**config.mk**
```make
export PLATFORM = sky130hd
export DESIGN_NAME = dwd_window_decoder
export DESIGN_NICKNAME = d
export VERILOG_FILES = /design/src/rtl/dwd_pkg.sv /design/src/rtl/dwd_win_regs.sv /design/src/rtl/dwd_sg_map.sv /design/src/rtl/dwd_window_decoder.sv
export SDC_FILE = /design/constraint.sdc
export NUM_CORES = 2
export LEC_CHECK = 0
export BUFFER_PORTS_ARGS = -buffer_cell sky130_fd_sc_hd__buf_2
export CORE_MARGIN = 5
export CORE_UTILIZATION = 45
export CTS_CLUSTER_SIZE = 16
export DETAILED_ROUTE_END_ITERATION = 12
export SLEW_MARGIN = 5
export SYNTH_ARGS = -nofsm -noshare
export SYNTH_HDL_FRONTEND = slang
export SYNTH_SLANG_ARGS = --single-unit
export TNS_END_PERCENT = 5
```
**constraint.sdc**
```tcl
create_clock -name clk -period 13.9 [get_ports clk]
set_clock_uncertainty 0.1 [all_clocks]
set_input_delay 0.695 -clock clk [delete_from_list [all_inputs] [get_ports clk]]
set_output_delay 0.695 -clock clk [all_outputs]
set_load 0.02 [all_outputs]
```
**src/rtl/dwd_pkg.sv**
```systemverilog
package dwd_pkg;

  typedef enum logic [1:0] {
    UP_READ      = 2'd0,
    UP_WR_MASKED = 2'd1,
    UP_WR_FULL   = 2'd2,
    UP_READ_LOCK = 2'd3
  } up_cmd_e;

  localparam logic [2:0] SEL_BASE  = 3'd0;
  localparam logic [2:0] SEL_MASK  = 3'd1;
  localparam logic [2:0] SEL_TBASE = 3'd2;
  localparam logic [2:0] SEL_CTRL  = 3'd3;
  localparam logic [2:0] SEL_SGENT = 3'd4;

  function automatic up_cmd_e pick_cmd(input logic is_write, input logic full,
                                       input logic lock);
    if (is_write) return full ? UP_WR_FULL : UP_WR_MASKED;
    return lock ? UP_READ_LOCK : UP_READ;
  endfunction

endpackage

```
**src/rtl/dwd_win_regs.sv**
```systemverilog
module dwd_win_regs #(
  parameter int NUM_WIN = 4,
  parameter int ADDR_W  = 32,
  parameter int SYS_W   = 32,
  localparam int WIN_IW = (NUM_WIN > 1) ? $clog2(NUM_WIN) : 1
) (
  input  logic              clk,
  input  logic              rst_n,
  input  logic              cfg_we,
  input  logic [2:0]        cfg_sel,
  input  logic [WIN_IW-1:0] cfg_win,
  input  logic [ADDR_W-1:0] cfg_wdata,
  input  logic [ADDR_W-1:0] req_addr,
  output logic [NUM_WIN-1:0] hit_vec,
  output logic [NUM_WIN-1:0] grant_vec,
  output logic               any_hit,
  output logic [WIN_IW-1:0]  sel_win,
  output logic [ADDR_W-1:0]  sel_mask,
  output logic [SYS_W-1:0]   sel_tbase,
  output logic               sel_sg
);
  import dwd_pkg::*;

  logic [ADDR_W-1:0] base_q  [NUM_WIN];
  logic [ADDR_W-1:0] mask_q  [NUM_WIN];
  logic [SYS_W-1:0]  tbase_q [NUM_WIN];
  logic [NUM_WIN-1:0] en_q, sgen_q;

  for (genvar w = 0; w < NUM_WIN; w++) begin : g_win
    logic wr_here;
    assign wr_here = cfg_we && (cfg_win == WIN_IW'(w));
    always_ff @(posedge clk) begin
      if (!rst_n) begin
        base_q[w]  <= '0;
        mask_q[w]  <= '0;
        tbase_q[w] <= '0;
        en_q[w]    <= 1'b0;
        sgen_q[w]  <= 1'b0;
      end else if (wr_here) begin
        case (cfg_sel)
          SEL_BASE:  base_q[w]  <= cfg_wdata;
          SEL_MASK:  mask_q[w]  <= cfg_wdata;
          SEL_TBASE: tbase_q[w] <= SYS_W'(cfg_wdata);
          SEL_CTRL: begin
            en_q[w]   <= cfg_wdata[0];
            sgen_q[w] <= cfg_wdata[1];
          end
          default: ;
        endcase
      end
    end
    assign hit_vec[w] = en_q[w] && (((req_addr ^ base_q[w]) & mask_q[w]) == '0);
  end

  // lowest-numbered hit wins
  always_comb begin
    grant_vec = '0;
    sel_win   = '0;
    for (int w = NUM_WIN - 1; w >= 0; w--) begin
      if (hit_vec[w]) begin
        grant_vec = '0;
        grant_vec[w] = 1'b1;
        sel_win = WIN_IW'(w);
      end
    end
  end

  assign any_hit   = |hit_vec;
  assign sel_mask  = mask_q[sel_win];
  assign sel_tbase = tbase_q[sel_win];
  assign sel_sg    = sgen_q[sel_win];

endmodule

```
**src/rtl/dwd_sg_map.sv**
```systemverilog
module dwd_sg_map #(
  parameter int ENTRIES = 64,
  parameter int PFN_W   = 19,
  parameter int DATA_W  = 32,
  localparam int IDX_W  = $clog2(ENTRIES)
) (
  input  logic              clk,
  input  logic              rst_n,
  input  logic              wr_en,
  input  logic [IDX_W-1:0]  wr_idx,
  input  logic [DATA_W-1:0] wr_data,
  input  logic [IDX_W-1:0]  rd_idx,
  output logic              rd_valid,
  output logic [PFN_W-1:0]  rd_pfn
);
  logic [ENTRIES-1:0] valid_q;
  logic [PFN_W-1:0]   pfn_q [ENTRIES];
  logic unused_wdata;

  assign unused_wdata = ^wr_data;

  always_ff @(posedge clk) begin
    if (!rst_n) begin
      valid_q <= '0;
    end else if (wr_en) begin
      valid_q[wr_idx] <= wr_data[DATA_W-1];
    end
  end

  always_ff @(posedge clk) begin
    if (wr_en) pfn_q[wr_idx] <= wr_data[PFN_W-1:0];
  end

  assign rd_valid = valid_q[rd_idx];
  assign rd_pfn   = pfn_q[rd_idx];

endmodule

```
**src/rtl/dwd_window_decoder.sv**
```systemverilog
module dwd_window_decoder #(
  parameter int NUM_WIN    = 4,
  parameter int ADDR_W     = 32,
  parameter int SYS_W      = 32,
  parameter int PAGE_W     = 13,
  parameter int SG_ENTRIES = 64,
  parameter int BLOCK_W    = 6,
  localparam int WIN_IW    = (NUM_WIN > 1) ? $clog2(NUM_WIN) : 1,
  localparam int SG_IW     = $clog2(SG_ENTRIES),
  localparam int PFN_W     = SYS_W - PAGE_W
) (
  input  logic              clk,
  input  logic              rst_n,
  input  logic              cfg_we,
  input  logic [2:0]        cfg_sel,
  input  logic [SG_IW-1:0]  cfg_idx,
  input  logic [ADDR_W-1:0] cfg_wdata,
  input  logic              req_valid,
  input  logic [ADDR_W-1:0] req_addr,
  input  logic              req_is_write,
  input  logic              req_full,
  input  logic              req_lock,
  output logic              fwd_valid,
  output logic [SYS_W-1:0]  fwd_addr,
  output logic [1:0]        fwd_cmd,
  output logic [WIN_IW-1:0] fwd_win,
  output logic              err_valid
);
  import dwd_pkg::*;

  logic [NUM_WIN-1:0] hit_vec, grant_vec;
  logic               any_hit, sel_sg, sg_valid;
  logic [WIN_IW-1:0]  sel_win;
  logic [ADDR_W-1:0]  sel_mask;
  logic [SYS_W-1:0]   sel_tbase, raw_addr, out_addr;
  logic [PFN_W-1:0]   sg_pfn;
  logic               sg_fault, accept, reject;
  up_cmd_e            cmd_next;

  dwd_win_regs #(.NUM_WIN(NUM_WIN), .ADDR_W(ADDR_W), .SYS_W(SYS_W)) u_win (
    .clk, .rst_n,
    .cfg_we   (cfg_we && (cfg_sel != SEL_SGENT)),
    .cfg_sel,
    .cfg_win  (cfg_idx[WIN_IW-1:0]),
    .cfg_wdata,
    .req_addr,
    .hit_vec, .grant_vec, .any_hit, .sel_win, .sel_mask, .sel_tbase, .sel_sg
  );

  dwd_sg_map #(.ENTRIES(SG_ENTRIES), .PFN_W(PFN_W), .DATA_W(ADDR_W)) u_map (
    .clk, .rst_n,
    .wr_en   (cfg_we && (cfg_sel == SEL_SGENT)),
    .wr_idx  (cfg_idx),
    .wr_data (cfg_wdata),
    .rd_idx  (req_addr[PAGE_W +: SG_IW]),
    .rd_valid(sg_valid),
    .rd_pfn  (sg_pfn)
  );

  function automatic logic [SYS_W-1:0] direct_xlate(input logic [ADDR_W-1:0] a,
      input logic [ADDR_W-1:0] m, input logic [SYS_W-1:0] tb);
    return tb + SYS_W'(a & ~m);
  endfunction

  function automatic logic [SYS_W-1:0] sg_xlate(input logic [ADDR_W-1:0] a,
      input logic [PFN_W-1:0] pfn);
    return {pfn, a[PAGE_W-1:0]};
  endfunction

  function automatic logic [SYS_W-1:0] block_align(input logic [SYS_W-1:0] a);
    return {a[SYS_W-1:BLOCK_W], {BLOCK_W{1'b0}}};
  endfunction

  assign raw_addr = sel_sg ? sg_xlate(req_addr, sg_pfn)
                           : direct_xlate(req_addr, sel_mask, sel_tbase);
  assign out_addr = req_is_write ? raw_addr : block_align(raw_addr);
  assign sg_fault = any_hit && sel_sg && !sg_valid;
  assign accept   = req_valid && any_hit && !sg_fault;
  assign reject   = req_valid && !accept;
  assign cmd_next = pick_cmd(req_is_write, req_full, req_lock);

  always_ff @(posedge clk) begin
    if (!rst_n) begin
      fwd_valid <= 1'b0;
      err_valid <= 1'b0;
      fwd_addr  <= '0;
      fwd_cmd   <= '0;
      fwd_win   <= '0;
    end else begin
      fwd_valid <= accept;
      err_valid <= reject;
      if (accept) begin
        fwd_addr <= out_addr;
        fwd_cmd  <= cmd_next;
        fwd_win  <= sel_win;
      end
    end
  end

endmodule

```
==> metrics.csv <==
metric;value;unit
Setup TNS Final;0;ps
met3 track demand over resource;4.19;%
Initial DRC Count;4961;
Die X;409;um
HP Start;req_full;
Nets;4322;
DRC;0;
final setup violation count;0;
worst reg2reg path depth;21;
GRT met1 Usage;36.3;%
post-synth top area share;67.1;%
routed len/inst;32.7;um
status;finished clean;
Synth cell types;62;
gpl congestion;0.933;
CTS root buffer;clkbuf_16;
hold-critical path depth;3;
core area;0.158;mm^2
critical path launch point type;primary input;
leading area contributor after synthesis;edfxtp_1;
CTS tree;built;
Ports;118;
vias in the first global route;37700;
commonest cells after routing, fill and taps aside;edfxtp_1, mux4_2, and2_1;
mean post-synth cell area;17.7;um^2
Layout area overhead;12.6;%
cell area after synthesis;0.0716;mm^2
Crit. Startpoint;req_addr[18];
Multi-input gate area;0.0206;mm^2
die height;409;um
Slew HR;22.3;%
Vias/cell;6.03;
Max Freq;142;MHz
Synth Flop Type;edfxtp_1;
share of cells above drive strength 1;23.7;%
# rows;146;
Top Usage Layer GRT;met2;
flops & latches, synth;1710;
Bufs on Longest Clock Path;3;
die footprint;0.167;mm^2
Area after DPL;0.0751;mm^2
Synth Warn #;0;
cells after synthesis;4053;
EDFF count, synth;1600;
Pwr per Cell Area;137;mW/mm^2
maximum VDD drop;136;uV
drt pass-1 iters;6;
worst skew pair latency;820;ps
Tmin final;7020;ps
P_leak;26.3;nW
CTS resizes;0;
register area;0.0502;mm^2
Post CTS Setup Buffer Count;0;
CP required;14470;ps
commonest non-fill, non-tap cell in the layout;edfxtp_1;
# hold bufs at CTS;0;
GRT met2 Usage;39.0;%
CP Capture Type;flip-flop;
Seq/Total Area, Yosys;70.1;%
CP Max Fanout;74;
Synth area leaders;edfxtp_1, mux4_2, and2_1, dfxtp_1, mux2i_1;
HPWL Detailed;131000;um
FFs w/ async S/R, synth;0;%
worst min path class;in -> reg;
Clock transition at path regs;60;ps
Final Hold Fails;0;
Max Cap Violations;0;
Initial Util;45.2;%
initial antenna violation count;22;
WS Path Type;in -> reg;
largest net degree at the start of global routing;123;
syn_nets;4165;
drt total wl;210000;um
first-pass GRT wire length;296000;um
CTS H-tree lvls;4;
Slew Limit Fails;0;
antenna viol nets, final;0;
fillers;12800;
# port buffers;117;
fin crit share;50.5;%
reg2reg start;u_win.base_q[1][25];
GR Overflow Total;0;
Worst EP arrival;7590;ps
CTS buffer count;178;
Worst-Margin Slew;1160;ps
RSZ-0062 raised after global routing;false;
clk sinks;1710;
fin area;0.0807;mm^2
Total GRT Usage;24.9;%
vias after detailed routing;38800;
-- worst paths after layout --
kind,endpoint,slack [ps]
setup reg to reg,fwd_addr[19],6940
hold reg to reg,fwd_addr[0],350
setup / recovery,fwd_addr[19],6880
hold / removal,fwd_cmd[1],80
-- layout make-up --
cell class	instances	area share, %
Antenna cell	3	0.00930
Clock buffer	242	6.05
Clock inverter	86	0.910
Inverter	10	0.0496
Multi-Input combinational cell	2067	25.5
Sequential cell	1710	62.3
Tap cell	2072	3.21
Timing Repair Buffer	243	1.96
-- through the flow --
stage / setup slack, ps / cells / util (%) / total power [W] / hold slack, ps
finish: 6880 / 6433 / 51.0 / 0.0111 / 77.7
CTS: 7220 / 6430 / 50.9 / 0.0112 / 15.2
global placement: 6320 / 6102 / 47.4 / 0.00658 / 341
floorplan: 8270 / 4053 / - / 0.00622 / 351
global route: 6470 / 6430 / 50.9 / 0.0114 / 78.8
detailed placement: 6330 / 6102 / 47.4 / 0.00658 / 339
-- routing by layer --
metal | wire, um | vias up | part of all wire, %
li1 | - | 16300 | -
met1 | 89400 | 20500 | 43
met2 | 98500 | 1722 | 47
met3 | 15900 | 286 | 7.6
met4 | 6380 | 4 | 3.0
met5 | 29 | - | 0.014
-- sequential cells by signal (all words and copies together) (netlist names) --
name	count
err_valid	1
fwd_addr	32
fwd_cmd	2
fwd_valid	1
fwd_win	2
u_map.pfn_q	1216
u_map.valid_q	64
u_win.base_q	128
u_win.en_q	4
u_win.mask_q	128
u_win.sgen_q	4
u_win.tbase_q	128
-- worst max-delay path, cell delays in order --
cell      delay, ps
buf_2            70
buf_4           510
xor2_1          140
a22oi_1         480
nand4_1         200
nor3_1          320
nand2_1         230
a21oi_4         570
buf_4           740
a211oi_1        100
o21a_1          250
ha_1            290
a211oi_1        240
o21ai_0         240
o311ai_0        740
a21boi_0        370
a41oi_1         490
o21bai_1        150
xor2_1          150
mux2_2          270
mux2i_1         120
nor2_1           50
-- cells in the mapped netlist, types with 47 or more instances --
library cell,instances
and2_1,388
nor2_1,139
xor2_1,138
edfxtp_1,1600
nor2b_1,47
buf_2,52
mux2i_1,124
o21ai_0,93
a22oi_1,95
nand2_1,181
clkbuf_1,194
a21oi_1,123
mux4_2,420
dfxtp_1,110
-- report_power, final --
part / internal [W] / switching, W / total [W]
sequential: 0.00569 / 0.0000458 / 0.00574
combinational: 0.000247 / 0.000491 / 0.000738
clock: 0.00263 / 0.00199 / 0.00462
total: 0.00857 / 0.00252 / 0.0111
-- kinds of logic (layout without fill, tap and decap cells) --
kind of cell               after synthesis  after routing  share of synthesized area [%]
AOI/OAI and AO/OA                      448            448                           4.04
xor gates and xnor gates               157            157                           1.92
adders and majority gates               32             32                          0.569
buffers and inverters                  276            581                           1.65
DFF                                   1710           1710                           70.1
muxes                                  567            567                           15.3
other                                    0              3                              0
and+or+nand+nor                        863            863                           6.39
No activity file was read; power rests on OpenSTA's default activity.
